`src/rtl/sbp_pkg.sv`:
```
package sbp_pkg;

    typedef enum logic [1:0] {
        PH_ROM    = 2'd0,
        PH_SECURE = 2'd1,
        PH_APP    = 2'd2
    } phase_e;

    localparam int unsigned RESET_VEC_OFS = 4;

    function automatic logic policy_open(input phase_e ph);
        return ph == PH_SECURE;
    endfunction

endpackage

```
`src/rtl/sbp_phase_fsm.sv`:
```
module sbp_phase_fsm
    import sbp_pkg::*;
(
    input  logic   clk,
    input  logic   cold_rst,
    input  logic   rom_done,
    input  logic   cfg_secure,
    input  logic   init_wr,
    output phase_e phase,
    output logic   sys_rst_req,
    output logic   init_done
);

    always_ff @(posedge clk) begin
        if (cold_rst) begin
            phase       <= PH_ROM;
            sys_rst_req <= 1'b0;
            init_done   <= 1'b0;
        end else begin
            sys_rst_req <= 1'b0;
            unique case (phase)
                PH_ROM: begin
                    if (rom_done) begin
                        sys_rst_req <= 1'b1;
                        if (cfg_secure) begin
                            phase <= PH_SECURE;
                        end else begin
                            phase     <= PH_APP;
                            init_done <= 1'b1;
                        end
                    end
                end
                PH_SECURE: begin
                    if (init_wr) begin
                        sys_rst_req <= 1'b1;
                        init_done   <= 1'b1;
                        phase       <= PH_APP;
                    end
                end
                PH_APP: begin
                end
                default: phase <= PH_ROM;
            endcase
        end
    end

    // reset request lasts one cycle
    p_pulse_single_r12: assert property (@(posedge clk) disable iff (cold_rst)
        sys_rst_req |=> !sys_rst_req);

    // init_done only clears on cold boot
    p_done_sticky_r11: assert property (@(posedge clk) disable iff (cold_rst)
        init_done |=> init_done);

    // init write once locked gives no reset
    p_no_rerun_r10: assert property (@(posedge clk) disable iff (cold_rst)
        (phase == PH_APP && init_wr) |=> !sys_rst_req);

    // privileged stage never has init_done set
    p_priv_not_done_r4: assert property (@(posedge clk) disable iff (cold_rst)
        (phase == PH_SECURE) |-> !init_done);

    // a reset request always follows a phase change out of the ROM or secure stage
    p_req_leaves_rom_r2: assert property (@(posedge clk) disable iff (cold_rst)
        sys_rst_req |-> (phase != PH_ROM));

endmodule

```
`src/rtl/sbp_lock_reg.sv`:
```
module sbp_lock_reg #(
    parameter int unsigned W = 8
) (
    input  logic         clk,
    input  logic         cold_rst,
    input  logic         open_i,
    input  logic         wr,
    input  logic [W-1:0] wdata,
    output logic [W-1:0] q
);

    always_ff @(posedge clk) begin
        if (cold_rst) begin
            q <= '0;
        end else if (open_i && wr) begin
            q <= wdata;
        end
    end

    // a closed register holds its value
    p_frozen_r8: assert property (@(posedge clk) disable iff (cold_rst)
        !open_i |=> $stable(q));

endmodule

```
`src/rtl/sbp_fetch_map.sv`:
```
module sbp_fetch_map
    import sbp_pkg::*;
#(
    parameter int unsigned        ADDR_W    = 32,
    parameter logic [ADDR_W-1:0]  ROM_ENTRY = 32'h1000_0000,
    parameter logic [ADDR_W-1:0]  MAIN_BASE = 32'h0000_0000
) (
    input  logic              clk,
    input  logic              cold_rst,
    input  phase_e            phase,
    input  logic              init_done,
    input  logic              cfg_secure,
    input  logic              cfg_swap_en,
    input  logic              swap_req,
    output logic              bank_swap_sel,
    output logic [ADDR_W-1:0] fetch_addr
);

    localparam logic [ADDR_W-1:0] MAIN_VEC = MAIN_BASE + ADDR_W'(RESET_VEC_OFS);

    always_comb begin
        fetch_addr    = (phase == PH_ROM) ? ROM_ENTRY : MAIN_VEC;
        bank_swap_sel = init_done && cfg_secure && cfg_swap_en && swap_req;
    end

    // swap never effective before initialisation is done
    p_swap_after_init_r9: assert property (@(posedge clk) disable iff (cold_rst)
        bank_swap_sel |-> (init_done && phase == PH_APP));

    // outside the ROM phase the reset vector is used
    p_vector_r3: assert property (@(posedge clk) disable iff (cold_rst)
        (phase != PH_ROM) |-> (fetch_addr == MAIN_VEC));

endmodule

```
`src/rtl/sbp_seq.sv`:
```
module sbp_seq
    import sbp_pkg::*;
#(
    parameter int unsigned        ADDR_W    = 32,
    parameter int unsigned        FW_W      = 8,
    parameter int unsigned        KS_W      = 4,
    parameter logic [ADDR_W-1:0]  ROM_ENTRY = 32'h1000_0000,
    parameter logic [ADDR_W-1:0]  MAIN_BASE = 32'h0000_0000
) (
    input  logic              clk,
    input  logic              cold_rst,
    input  logic              rom_done,
    input  logic              cfg_secure,
    input  logic              cfg_swap_en,
    input  logic              init_wr,
    input  logic              fw_wr,
    input  logic [FW_W-1:0]   fw_wdata,
    input  logic              swap_wr,
    input  logic              swap_wdata,
    input  logic              ks_wr,
    input  logic [KS_W-1:0]   ks_wdata,
    output logic              sys_rst_req,
    output logic              privileged,
    output logic              init_done,
    output logic              bank_swap_sel,
    output logic [ADDR_W-1:0] fetch_addr,
    output logic [FW_W-1:0]   fw_policy,
    output logic [KS_W-1:0]   ks_policy
);

    phase_e     phase;
    logic       wr_open;
    logic [0:0] swap_q;

    sbp_phase_fsm u_fsm (
        .clk         (clk),
        .cold_rst    (cold_rst),
        .rom_done    (rom_done),
        .cfg_secure  (cfg_secure),
        .init_wr     (init_wr),
        .phase       (phase),
        .sys_rst_req (sys_rst_req),
        .init_done   (init_done)
    );

    assign wr_open    = policy_open(phase);
    assign privileged = wr_open;

    sbp_lock_reg #(.W(FW_W)) u_fw (
        .clk (clk), .cold_rst (cold_rst), .open_i (wr_open),
        .wr (fw_wr), .wdata (fw_wdata), .q (fw_policy)
    );

    sbp_lock_reg #(.W(KS_W)) u_ks (
        .clk (clk), .cold_rst (cold_rst), .open_i (wr_open),
        .wr (ks_wr), .wdata (ks_wdata), .q (ks_policy)
    );

    sbp_lock_reg #(.W(1)) u_swap (
        .clk (clk), .cold_rst (cold_rst), .open_i (wr_open),
        .wr (swap_wr), .wdata (swap_wdata), .q (swap_q)
    );

    sbp_fetch_map #(
        .ADDR_W (ADDR_W), .ROM_ENTRY (ROM_ENTRY), .MAIN_BASE (MAIN_BASE)
    ) u_map (
        .clk           (clk),
        .cold_rst      (cold_rst),
        .phase         (phase),
        .init_done     (init_done),
        .cfg_secure    (cfg_secure),
        .cfg_swap_en   (cfg_swap_en),
        .swap_req      (swap_q[0]),
        .bank_swap_sel (bank_swap_sel),
        .fetch_addr    (fetch_addr)
    );

    // without a secure stage the policies stay at zero
    p_no_policy_r5: assert property (@(posedge clk) disable iff (cold_rst)
        (init_done && !cfg_secure) |-> (fw_policy == '0 || $stable(fw_policy)));

    // policy registers change only while privileged
    p_write_window_r6: assert property (@(posedge clk) disable iff (cold_rst)
        !privileged |=> ($stable(fw_policy) && $stable(ks_policy)));

endmodule

```
`config.mk`:
```
export PLATFORM = sky130hd
export DESIGN_NAME = sbp_seq
export DESIGN_NICKNAME = d
export VERILOG_FILES = /design/src/rtl/sbp_pkg.sv /design/src/rtl/sbp_phase_fsm.sv /design/src/rtl/sbp_lock_reg.sv /design/src/rtl/sbp_fetch_map.sv /design/src/rtl/sbp_seq.sv
export SDC_FILE = /design/constraint.sdc
export NUM_CORES = 1
export LEC_CHECK = 0
export ABC_AREA = 1
export BUFFER_PORTS_ARGS = -buffer_cell sky130_fd_sc_hd__buf_4
export CAP_MARGIN = 20
export CORE_ASPECT_RATIO = 1.25
export CORE_MARGIN = 2
export CORE_UTILIZATION = 40
export CTS_BUF_LIST = sky130_fd_sc_hd__clkbuf_8
export CTS_CLUSTER_SIZE = 16
export DETAILED_ROUTE_END_ITERATION = 10
export MAX_ROUTING_LAYER = met4
export PLACE_DENSITY = 0.81
export RECOVER_POWER = 25
export SLEW_MARGIN = 15
export SYNTH_ARGS = -nofsm -noshare
export SYNTH_HDL_FRONTEND = slang
export SYNTH_SLANG_ARGS = --single-unit
```
`constraint.sdc`:
```
create_clock -name clk -period 1.6 [get_ports clk]
set_clock_uncertainty 0.2 [all_clocks]
set_input_delay 0.08 -clock clk [delete_from_list [all_inputs] [get_ports clk]]
set_output_delay 0.08 -clock clk [all_outputs]
set_load 0.02 [all_outputs]
```
==> results of run 1 <==
[Yosys cell counts]
| cell type | number |
|---|---|
| sky130_fd_sc_hd__dfxtp_1 | 17 |
| sky130_fd_sc_hd__nand3_1 | 4 |
| sky130_fd_sc_hd__nor2_4 | 1 |
| sky130_fd_sc_hd__nand2_4 | 1 |
| sky130_fd_sc_hd__a21oi_1 | 5 |
| sky130_fd_sc_hd__inv_1 | 8 |
| sky130_fd_sc_hd__buf_4 | 30 |
| sky130_fd_sc_hd__nor3_1 | 1 |
| sky130_fd_sc_hd__nor2_1 | 24 |
| sky130_fd_sc_hd__o21ai_0 | 12 |
| sky130_fd_sc_hd__conb_1 | 1 |
| sky130_fd_sc_hd__nor2_2 | 1 |
| sky130_fd_sc_hd__inv_4 | 1 |
| sky130_fd_sc_hd__nor2_8 | 1 |
| sky130_fd_sc_hd__clkbuf_4 | 1 |
| sky130_fd_sc_hd__inv_2 | 3 |
| sky130_fd_sc_hd__nand2_1 | 8 |
| sky130_fd_sc_hd__or2_2 | 1 |
[how the worst max path moves through the flow]
stage                                from       endpoint  slack (ps)  depth (start not counted)
final                          cfg_secure  bank_swap_sel         240                          5
after global placement     u_fsm.phase[0]      u_fw.q[3]         430                          5
after detailed placement   u_fsm.phase[0]      u_ks.q[3]         370                          5
after floorplan           u_fsm.init_done  bank_swap_sel         310                          2
after global routing       u_fsm.phase[0]  fetch_addr[2]         200                          3
after CTS                      cfg_secure  bank_swap_sel         230                          5
[cell families after synthesis]
logic type | after synthesis | share of synthesized area
AOI/OAI and AO/OA | 17 | 0.0935
buffers and inverters | 43 | 0.308
DFF | 17 | 0.374
and+or+nand+nor | 42 | 0.220
other | 1 | 0.00412
[metal layers]
layer  wire [um]  vias to the layer above
li1            -                      427
met1         818                      376
met2        1110                       54
met3         197                        4
met4          17                        0
met5           0                        -
[cells in the final DEF, fill, tap and decap left out, types with 3 or more instances in the layout]
master / netlist / final
sky130_fd_sc_hd__a21oi_1: 5 / 5
sky130_fd_sc_hd__buf_4: 30 / 31
sky130_fd_sc_hd__clkbuf_1: 0 / 8
sky130_fd_sc_hd__clkbuf_8: 0 / 3
sky130_fd_sc_hd__conb_1: 1 / 30
sky130_fd_sc_hd__dfxtp_1: 17 / 17
sky130_fd_sc_hd__dlygate4sd3_1: 0 / 18
sky130_fd_sc_hd__inv_1: 8 / 9
sky130_fd_sc_hd__inv_2: 3 / 3
sky130_fd_sc_hd__nand2_1: 8 / 8
sky130_fd_sc_hd__nand3_1: 4 / 4
sky130_fd_sc_hd__nor2_1: 24 / 24
sky130_fd_sc_hd__o21ai_0: 12 / 12
[worst min-delay path: cells and delay by family]
family | cells | cell delay, ps
and+or+nand+nor | 2 | 100
buffers and inverters | 2 | 190
AOI/OAI and AO/OA | 1 | 140
[sequential cells by signal, indices dropped and copies added, names as in the netlist]
register           cells
u_fsm.phase            2
u_fsm.sys_rst_req      1
u_fsm.init_done        1
u_swap.q               1
u_ks.q                 4
u_fw.q                 8
[where the power goes]
part	switching [mW]	internal [mW]	total, mW	leakage [nW]
Combinational	0.176	0.108	0.284	0.526
Sequential	0.0137	0.447	0.460	0.138
Clock	0.131	0.170	0.300	0.0269
[cell type report]
cell class	count	area (um^2)
Fill cell	227	875
Timing Repair Buffer	57	443
Multi-Input combinational cell	89	398
Sequential cell	17	340
Inverter	12	47.5
Clock buffer	3	41.3
Tap cell	31	38.8
Clock inverter	1	3.75
==> impl_summary.log, run 1 <==
[metrics] cell occurring most often along the worst timing path: sky130_fd_sc_hd__buf_4
[metrics] Min Clock Period, post-route: 1360 ps
[metrics] Detailed Routing Iterations Pass 1: 3
[metrics] cell at the slowest stage of the critical path: sky130_fd_sc_hd__dlygate4sd3_1
[metrics] dpl cell area: 1120 um^2
[metrics] final std cell area, no fill: 1310 um^2
[metrics] pin count of the biggest net entering global routing: 13
[metrics] met2 Usage GRT: 0.331
[metrics] leakage power summed over all cells: 0.691 nW
[metrics] CTS clock-pin slew for the worst setup and hold paths: 60 ps
[metrics] final setup fails: 0
[metrics] CP Buf/Inv Count: 4
[metrics] worst reg2reg setup slack: 360 ps
[metrics] type of the tightest min-delay check: in2reg
[metrics] CP Max Fanout: 2
[metrics] TritonCTS clock tree: done
[metrics] count of final hold-check violations: 0
[metrics] die extent in x: 46.7 um
[metrics] placed cell count: 188
[metrics] outcome: finished, final reports clean
[metrics] GRT Max-Usage Layer: met2
[metrics] Worst Hold End: u_ks.q[2]
[metrics] floorplan row count: 19
[metrics] endpoint required time on the critical path: 1320 ps
[metrics] full die area: 2670 um^2
[metrics] min setup slack post-route: 241 ps
[metrics] post-synthesis cell type with the largest combined area: sky130_fd_sc_hd__dfxtp_1
[metrics] root buf cell: sky130_fd_sc_hd__clkbuf_8
[metrics] count of cells resized by post-cts repair: 0
[metrics] Layout Nets: 202
[metrics] final non-filler cell total: 210
[metrics] power density over the cells: 796 nW/um^2
[metrics] Routed wire per std cell: 10.2 um
[metrics] number of buffers inserted to repair setup after CTS: 0
[metrics] Crit. End Element: output port
[metrics] global-route congestion overflow total: 0
[metrics] initial antenna violation count: 0
[metrics] flip-flop and latch count after synthesis: 17
[metrics] cell count of the worst reg-to-reg path: 5
[metrics] post-placement worst setup slack: 373 ps
[metrics] quantity of I/O buffers inserted on ports: 39
[metrics] hold path depth: 5
[metrics] count of clock tree sinks: 17
[metrics] largest stage delay on the critical path: 530 ps
[metrics] height of the die: 57.3 um
[metrics] final max-slew violation count: 0
[metrics] yosys warns: 0
[metrics] synthesized area per cell: 7.58 um^2
[metrics] # diodes: 0
[metrics] Crit Reg-Reg Startpoint: u_fsm.phase[0]
[metrics] HPWL after detailed placement: 1500 um
[metrics] FF-to-FF End: u_ks.q[3]
[metrics] area share of the largest cell type after synthesis: 0.374
[metrics] type of the worst setup path: in2out
[metrics] via/cell ratio: 4.10
[metrics] top area cells in the synthesized netlist: sky130_fd_sc_hd__dfxtp_1, sky130_fd_sc_hd__buf_4, sky130_fd_sc_hd__nor2_1
[metrics] grt met1 use: 0.178
[metrics] DR DRC count: 0
[metrics] worst hold slack across all endpoints: 115 ps
[metrics] number of vias after detailed routing: 861
[metrics] cell area after synthesis: 910 um^2
[metrics] Ports: 70
[metrics] Seq/Total Area, Yosys: 0.374
[metrics] maximum clock frequency: 0.736 GHz
[metrics] placeable core area: 2190 um^2
[metrics] RSZ-0062 raised after global routing: false
[metrics] number of instances in the synthesized netlist: 120
[metrics] met3 track demand over resource in global routing: 0.0348
[metrics] gate family responsible for the most delay along the worst path: buffers and inverters
[metrics] number of max-capacitance violations reported: 0
[metrics] remaining antenna violation count after routing: 0
[metrics] hold path startpoint: ks_wr
[metrics] total routed wirelength: 2140 um
[metrics] share of final-layout standard cells stronger than drive strength 1: 0.240
[metrics] worst-skew pair later-pin latency: 240 ps
[metrics] global router's overall resource usage: 0.178
[metrics] total CTS buffers: 3
[metrics] critical path startpoint category: input pin
[metrics] CTS max path bufs: 2
[metrics] Final GP Congestion: 0.794
[metrics] VDD IR-drop max: 0.596 mV
[metrics] final core occ: 0.600
[metrics] htree depth: 1
[metrics] overall power of the completed layout: 1.04 mW
[metrics] part of the cycle the worst path needs: 0.850
[metrics] post-synthesis to final-layout area growth: 44.3%
[metrics] Setup TNS Final: 0 ps
[metrics] Hold Buf Count CTS: 18
[metrics] number of DRC markers after the initial detailed-route iteration: 6
[metrics] Initial Util: 0.416
[metrics] first-pass GRT wire length: 3400 um
[metrics] crit path cell chain: dlygate4sd3_1 -> buf_4 -> inv_1 -> nor3_1 -> buf_4
[metrics] vias in the first global route: 803
[metrics] number of different library cells in the post-synthesis netlist: 18
[metrics] data arrival time of the critical path: 1080 ps
Note: power is estimated with default switching activity, not from simulation.
==> inputs of run 2 (changes only) <==
clock period = 1.3 ns   (was 1.6 ns; I/O delays follow)
==> run 2 against run 1 <==
- global-route usage is 0.60 points lower
- critical path depth fell by 1
- utilization increased by 0.51 points
- critical path type is now reg2out
- largest power group unchanged
==> impl_summary.log, run 2 (synthesis gave the netlist of run 1 again) <==
[metrics] Initial Util: 0.416 (unchanged)
[metrics] final non-filler cell total: 210 (unchanged)
[metrics] HPWL after detailed placement: 1490 um (was 1500 um)
[metrics] power density over the cells: 985 nW/um^2 (was 796 nW/um^2)
[metrics] quantity of I/O buffers inserted on ports: 39 (unchanged)
[metrics] hold path depth: 6 (was 5)
[metrics] maximum clock frequency: 0.781 GHz
[metrics] CTS clock-pin slew for the worst setup and hold paths: 60 ps (about the same)
[metrics] top library cells by usage in the layout, fill and taps aside: sky130_fd_sc_hd__buf_4, sky130_fd_sc_hd__conb_1, sky130_fd_sc_hd__nor2_1 (unchanged)
[metrics] number of flip-flops in the largest register: 8 (unchanged)
[metrics] final setup fails: 0 (unchanged)
[metrics] Layout Nets: 202 (unchanged)
[metrics] height of the die: 57.3 um (unchanged)
[metrics] cell count of the worst reg-to-reg path: 6 (was 5)
[metrics] RSZ-0062 raised after global routing: true (was false)
[metrics] VDD IR-drop max: 0.583 mV (was 0.596 mV)
[metrics] most common library cell in the layout ignoring fill and taps: sky130_fd_sc_hd__buf_4 (unchanged)
[metrics] placeable core area: 2190 um^2 (unchanged)
[metrics] Min Clock Period, post-route: 1280 ps
[metrics] Final GP Congestion: 0.795 (was 0.794)
[metrics] final max-slew violation count: 0 (unchanged)
[metrics] total CTS buffers: 3 (unchanged)
[metrics] worst-skew pair later-pin latency: 250 ps (was 240 ps)
[metrics] count of clock tree sinks: 17 (unchanged)
[metrics] type of the worst setup path: reg2out (was in2out)
[metrics] data arrival time of the critical path: 1020 ps (was 1080 ps)
[metrics] full die area: 2670 um^2 (unchanged)
[metrics] pin count of the biggest net entering global routing: 13 (unchanged)
[metrics] initial antenna violation count: 0 (unchanged)
[metrics] min setup slack post-route: 19.8 ps (was 241 ps)
[metrics] type of the tightest min-delay check: in2reg (unchanged)
[metrics] count of final hold-check violations: 0 (unchanged)
[metrics] vias in the first global route: 790 (was 803)
[metrics] number of vias after detailed routing: 864 (was 861)
[metrics] register with the most flip-flops: u_fw.q (unchanged)
[metrics] post-synthesis to final-layout area growth: 45.5% (was 44.3%)
[metrics] total routed wirelength: 2130 um (was 2140 um)
[metrics] leakage power summed over all cells: 0.689 nW (was 0.691 nW)
[metrics] post-placement worst setup slack: 85.0 ps (was 373 ps)
[metrics] CTS max path bufs: 2 (unchanged)
[metrics] critical path startpoint category: register (was input pin)
[metrics] number of max-capacitance violations reported: 0 (unchanged)
[metrics] DR DRC count: 0 (unchanged)
[metrics] Detailed Routing Iterations Pass 1: 4 (was 3)
[metrics] # diodes: 0 (unchanged)
[metrics] outcome: finished, final reports clean (unchanged)
[metrics] number of DRC markers after the initial detailed-route iteration: 6 (unchanged)
[metrics] largest registers: u_fw.q (8), u_ks.q (4), u_fsm.phase (2) (unchanged)
[metrics] Crit. End Element: output port (unchanged)
[metrics] floorplan row count: 19 (unchanged)
[metrics] root buf cell: sky130_fd_sc_hd__clkbuf_8 (unchanged)
[metrics] Ports: 70 (unchanged)
[metrics] part of the cycle the worst path needs: 0.985
[metrics] CP Max Fanout: 4 (was 2)
[metrics] die extent in x: 46.7 um (unchanged)
[metrics] first-pass GRT wire length: 3220 um (was 3400 um)
[metrics] remaining antenna violation count after routing: 0 (unchanged)
[metrics] placed cell count: 188 (unchanged)
[metrics] endpoint required time on the critical path: 1030 ps (was 1320 ps)
[metrics] TritonCTS clock tree: done (unchanged)
[metrics] global-route congestion overflow total: 0 (unchanged)
[metrics] Routed wire per std cell: 10.1 um (was 10.2 um)
[metrics] global router's overall resource usage: 0.172 (was 0.178)
[metrics] htree depth: 1 (unchanged)
[metrics] share of final-layout standard cells stronger than drive strength 1: 0.257 (was 0.240)
[metrics] via/cell ratio: 4.11 (was 4.10)
## run 2: changes by cell type in the layout (fill, tap and decap cells not counted)
cell / before / now
sky130_fd_sc_hd__inv_1: 9 / 8
sky130_fd_sc_hd__clkinvlp_4: 0 / 1
sky130_fd_sc_hd__dfxtp_1: 17 / 15
sky130_fd_sc_hd__nor2_4: 1 / 2
sky130_fd_sc_hd__dfxtp_2: 0 / 2
sky130_fd_sc_hd__nor2_2: 1 / 0
## run 2: worst paths after layout
check                                    start             end  slack [ps]
worst min register to register        u_swap.q        u_swap.q         260
worst max register to register  u_fsm.phase[1]       u_fw.q[2]          90
worst max-delay path            u_fsm.phase[1]      privileged          20
worst min-delay path                cfg_secure  u_fsm.phase[1]          30
## run 2: cell type report
type / count / area, um^2
tap: 31 / 38.8
clock buffer: 3 / 41.3
clock inverter: 1 / 3.75
timing repair buffer: 57 / 443
sequential: 17 / 343
inverter: 12 / 51.3
fill: 227 / 863
multi-input combinational: 89 / 403
## run 2: repair_timing
item,CTS,global route
setup endpoints to repair,2,10
buffers inserted,0,0
resized for setup,1,3
pin swaps,0,0
hold buffers,18,0
gates cloned,0,0
endpoints found under the hold margin,17,0
## run 2: through the flow
| step | power, mW | hold WS, ps | utilization | TNS, ps | area [um^2] |
|---|---|---|---|---|---|
| final | 1.30 | 33.4 | 0.605 | 0 | 1320 |
| after global routing | 1.37 | 96.6 | 0.605 | -26.0 | 1320 |
| after CTS | 1.31 | 30.6 | 0.614 | 0 | 1340 |
| after detailed placement | 0.890 | 81.0 | 0.511 | 0 | 1120 |
| after global placement | 0.884 | 81.4 | 0.511 | 0 | 1120 |
| after floorplan | 0.841 | -65.9 | - | 0 | 1020 |
## run 2: report_power, final
group	internal [mW]	switching (mW)
Clock	0.209	0.174
Sequential	0.551	0.0189
Combinational	0.136	0.216
Total	0.896	0.408
## run 2: worst max-delay path: stages (launching register included)
cell and delay [ps]:
sky130_fd_sc_hd__dfxtp_2 360, sky130_fd_sc_hd__inv_2 70, sky130_fd_sc_hd__nand2_4 110, sky130_fd_sc_hd__inv_2 70, sky130_fd_sc_hd__buf_4 160
## run 2: per-layer routing
layer / routed length [um] / up-vias / global-route usage
met5: 0 / - / -
met4: 34 / 0 / 0.0754
met3: 201 / 5 / 0.0380
met2: 1100 / 55 / 0.304
met1: 791 / 375 / 0.171
li1: - / 429 / -
==> inputs of run 3 (changes only) <==
MAX_ROUTING_LAYER = default   (was met4)
==> run 3 against run 2 <==
- worst setup slack hardly changed
- combinational power hardly changed
- count of clock-buffer cells in the layout is the same
- non-clock buffer count did not move
- register-to-register slack about the same
- die area did not move
- global-route usage shrank 0.54 points
- critical path type unchanged
- critical endpoint unchanged
==> impl_summary.log, run 3 (synthesis gave the netlist of run 1 again) <==
[metrics] final setup fails: 0 (unchanged)
[metrics] CP Max Fanout: 4 (unchanged)
[metrics] RSZ-0062 raised after global routing: true (unchanged)
[metrics] overall power of the completed layout: 1.31 mW (was 1.30 mW)
[metrics] power share of the combinational group: 0.269 (about the same)
[metrics] largest stage delay on the critical path: 360 ps (about the same)
[metrics] global-route congestion overflow total: 0 (unchanged)
[metrics] number of DRC markers after the initial detailed-route iteration: 6 (unchanged)
[metrics] number of flip-flops in the largest register: 8 (unchanged)
[metrics] type of the tightest min-delay check: in2reg (unchanged)
[metrics] crit path cell chain: inv_2 -> nand2_4 -> inv_2 -> buf_4 (unchanged)
[metrics] die extent in x: 46.7 um (unchanged)
[metrics] via/cell ratio: 4.13 (was 4.11)
[metrics] number of vias after detailed routing: 868 (was 864)
[metrics] full die area: 2670 um^2 (unchanged)
[metrics] top library cells by usage in the layout, fill and taps aside: sky130_fd_sc_hd__buf_4, sky130_fd_sc_hd__conb_1, sky130_fd_sc_hd__nor2_1 (unchanged)
[metrics] HPWL after detailed placement: 1490 um (unchanged)
[metrics] TritonCTS clock tree: done (unchanged)
[metrics] worst hold slack across all endpoints: 32.5 ps (was 33.4 ps)
[metrics] Sw Share: 0.313 (about the same)
[metrics] cell occurring most often along the worst timing path: sky130_fd_sc_hd__inv_2 (unchanged)
[metrics] height of the die: 57.3 um (unchanged)
[metrics] first-pass GRT wire length: 3210 um (was 3220 um)
[metrics] CTS max path bufs: 2 (unchanged)
[metrics] CP Buf/Inv Count: 3 (unchanged)
[metrics] Layout Nets: 202 (unchanged)
[metrics] placeable core area: 2190 um^2 (unchanged)
[metrics] CTS clock-pin slew for the worst setup and hold paths: 60 ps (about the same)
[metrics] initial antenna violation count: 0 (unchanged)
[metrics] global router's overall resource usage: 0.166 (was 0.172)
[metrics] count of final hold-check violations: 0 (unchanged)
[metrics] part of the cycle the worst path needs: 0.985 (about the same)
[metrics] cell count of the worst reg-to-reg path: 6 (unchanged)
[metrics] largest registers: u_fw.q (8), u_ks.q (4), u_fsm.phase (2) (unchanged)
[metrics] # diodes: 0 (unchanged)
[metrics] clock network fraction of design power: 0.294 (about the same)
[metrics] Ports: 70 (unchanged)
[metrics] Storage cell area: 343 um^2 (unchanged)
[metrics] critical path startpoint category: register (unchanged)
[metrics] outcome: finished, final reports clean (unchanged)
[metrics] root buf cell: sky130_fd_sc_hd__clkbuf_8 (unchanged)
[metrics] vias in the first global route: 789 (was 790)
[metrics] total routed wirelength: 2120 um (was 2130 um)
[metrics] data arrival time of the critical path: 1020 ps (about the same)
[metrics] worst-skew pair later-pin latency: 250 ps (about the same)
[metrics] Min Clock Period, post-route: 1280 ps (about the same)
[metrics] leakage power summed over all cells: 0.689 nW (unchanged)
[metrics] area of the multi-input gates: 403 um^2 (unchanged)
[metrics] fill count: 227 (unchanged)
[metrics] post-placement worst setup slack: 85.0 ps (unchanged)
[metrics] sequential share of power: 0.437 (about the same)
[metrics] net load switching power: 409 uW (was 408 uW)
[metrics] count of clock tree sinks: 17 (unchanged)
[metrics] htree depth: 1 (unchanged)
[metrics] count of cell instances traversed by the critical path: 4 (unchanged)
[metrics] maximum clock frequency: 0.781 GHz (about the same)
[metrics] Initial Util: 0.416 (unchanged)
[metrics] most common library cell in the layout ignoring fill and taps: sky130_fd_sc_hd__buf_4 (unchanged)
[metrics] post-synthesis to final-layout area growth: 45.5% (unchanged)
[metrics] remaining antenna violation count after routing: 0 (unchanged)
[metrics] type of the worst setup path: reg2out (unchanged)
[metrics] quantity of I/O buffers inserted on ports: 39 (unchanged)
[metrics] Critical path origin: u_fsm.phase[1] (unchanged)
[metrics] VDD IR-drop max: 0.585 mV (was 0.583 mV)
[metrics] FF-to-FF End: u_fw.q[2] (unchanged)
[metrics] final max-slew violation count: 0 (unchanged)
[metrics] Crit Reg-Reg Startpoint: u_fsm.phase[1] (unchanged)
[metrics] Final GP Congestion: 0.784 (was 0.795)
[metrics] final core occ: 0.605 (unchanged)
[metrics] Crit. End Element: output port (unchanged)
[metrics] min setup slack post-route: 19.3 ps (was 19.8 ps)
[metrics] DR DRC count: 0 (unchanged)
[metrics] cell at the slowest stage of the critical path: sky130_fd_sc_hd__dfxtp_2 (unchanged)
[metrics] share of final-layout standard cells stronger than drive strength 1: 0.257 (unchanged)
[metrics] Detailed Routing Iterations Pass 1: 4 (unchanged)
[metrics] worst reg2reg setup slack: 90 ps (about the same)
[metrics] Routed wire per std cell: 10.1 um (about the same)
[metrics] register with the most flip-flops: u_fw.q (unchanged)
[metrics] total CTS buffers: 3 (unchanged)
[metrics] destination of the critical timing path: privileged (unchanged)
[metrics] gate family responsible for the most delay along the worst path: flip-flops (unchanged)
[metrics] power density over the cells: 986 nW/um^2 (was 985 nW/um^2)
[metrics] endpoint required time on the critical path: 1030 ps (about the same)
[metrics] number of max-capacitance violations reported: 0 (unchanged)
[metrics] number of buffers inserted to repair setup after CTS: 0 (unchanged)
[metrics] pin count of the biggest net entering global routing: 13 (unchanged)
[metrics] internal power: 896 uW (about the same)
[metrics] floorplan row count: 19 (unchanged)
[metrics] Setup TNS Final: 0 ps (unchanged)
## run 3: worst register-to-register path, cell delays in order, from the launching register on
cell and delay (ps):
sky130_fd_sc_hd__dfxtp_2 340, sky130_fd_sc_hd__inv_2 90, sky130_fd_sc_hd__nand2_4 90, sky130_fd_sc_hd__nor2_8 150
sky130_fd_sc_hd__inv_4 70, sky130_fd_sc_hd__nor2_1 100, sky130_fd_sc_hd__nor2_1 60
## run 3: what timing repair did
item / in CTS / in global routing
setup endpoints to repair: 2 / 10
hold buffers: 18 / 0
gates resized for setup: 1 / 3
hold endpoints to repair: 17 / 0
## run 3: worst min path at each step
stage | slack, ps | cells past startpoint | to | from
floorplan | -70 | 1 | u_fsm.init_done | cold_rst
finish | 30 | 6 | u_fsm.phase[1] | cfg_secure
CTS | 30 | 6 | u_fsm.init_done | cfg_secure
global placement | 80 | 2 | u_fsm.init_done | cold_rst
detailed placement | 80 | 2 | u_fsm.init_done | cold_rst
global route | 100 | 6 | u_fsm.init_done | cfg_secure
## run 3: cell type report
type,instances,share of cell area
clock buffer,3,0.0312
clock inverter,1,0.00284
inverter,12,0.0388
multi-input combinational,89,0.304
sequential,17,0.259
tap,31,0.0293
timing repair buffer,57,0.335
## run 3: metrics by stage
stage	area, um^2	cells
floorplan	1020	149
global placement	1120	188
detailed placement	1120	188
CTS	1340	210
global route	1320	210
finish	1320	210
## run 3: power groups by stage
stage          Sequential, mW  Clock [mW]  Combinational, mW
5_1_grt                 0.572       0.415              0.383
3_5_place_dp            0.578           0              0.313
4_1_cts                 0.567       0.391              0.357
3_3_place_gp            0.577           0              0.307
2_1_floorplan           0.603           0              0.238
6_report                0.570       0.384              0.351
## run 3: metal layers
metal / track usage / routed length (um) / vias up
met5: 0 / 0 / -
met4: 0.0754 / 34 / 0
met3: 0.0570 / 228 / 5
met2: 0.306 / 1100 / 57
met1: 0.155 / 753 / 376
li1: - / - / 430
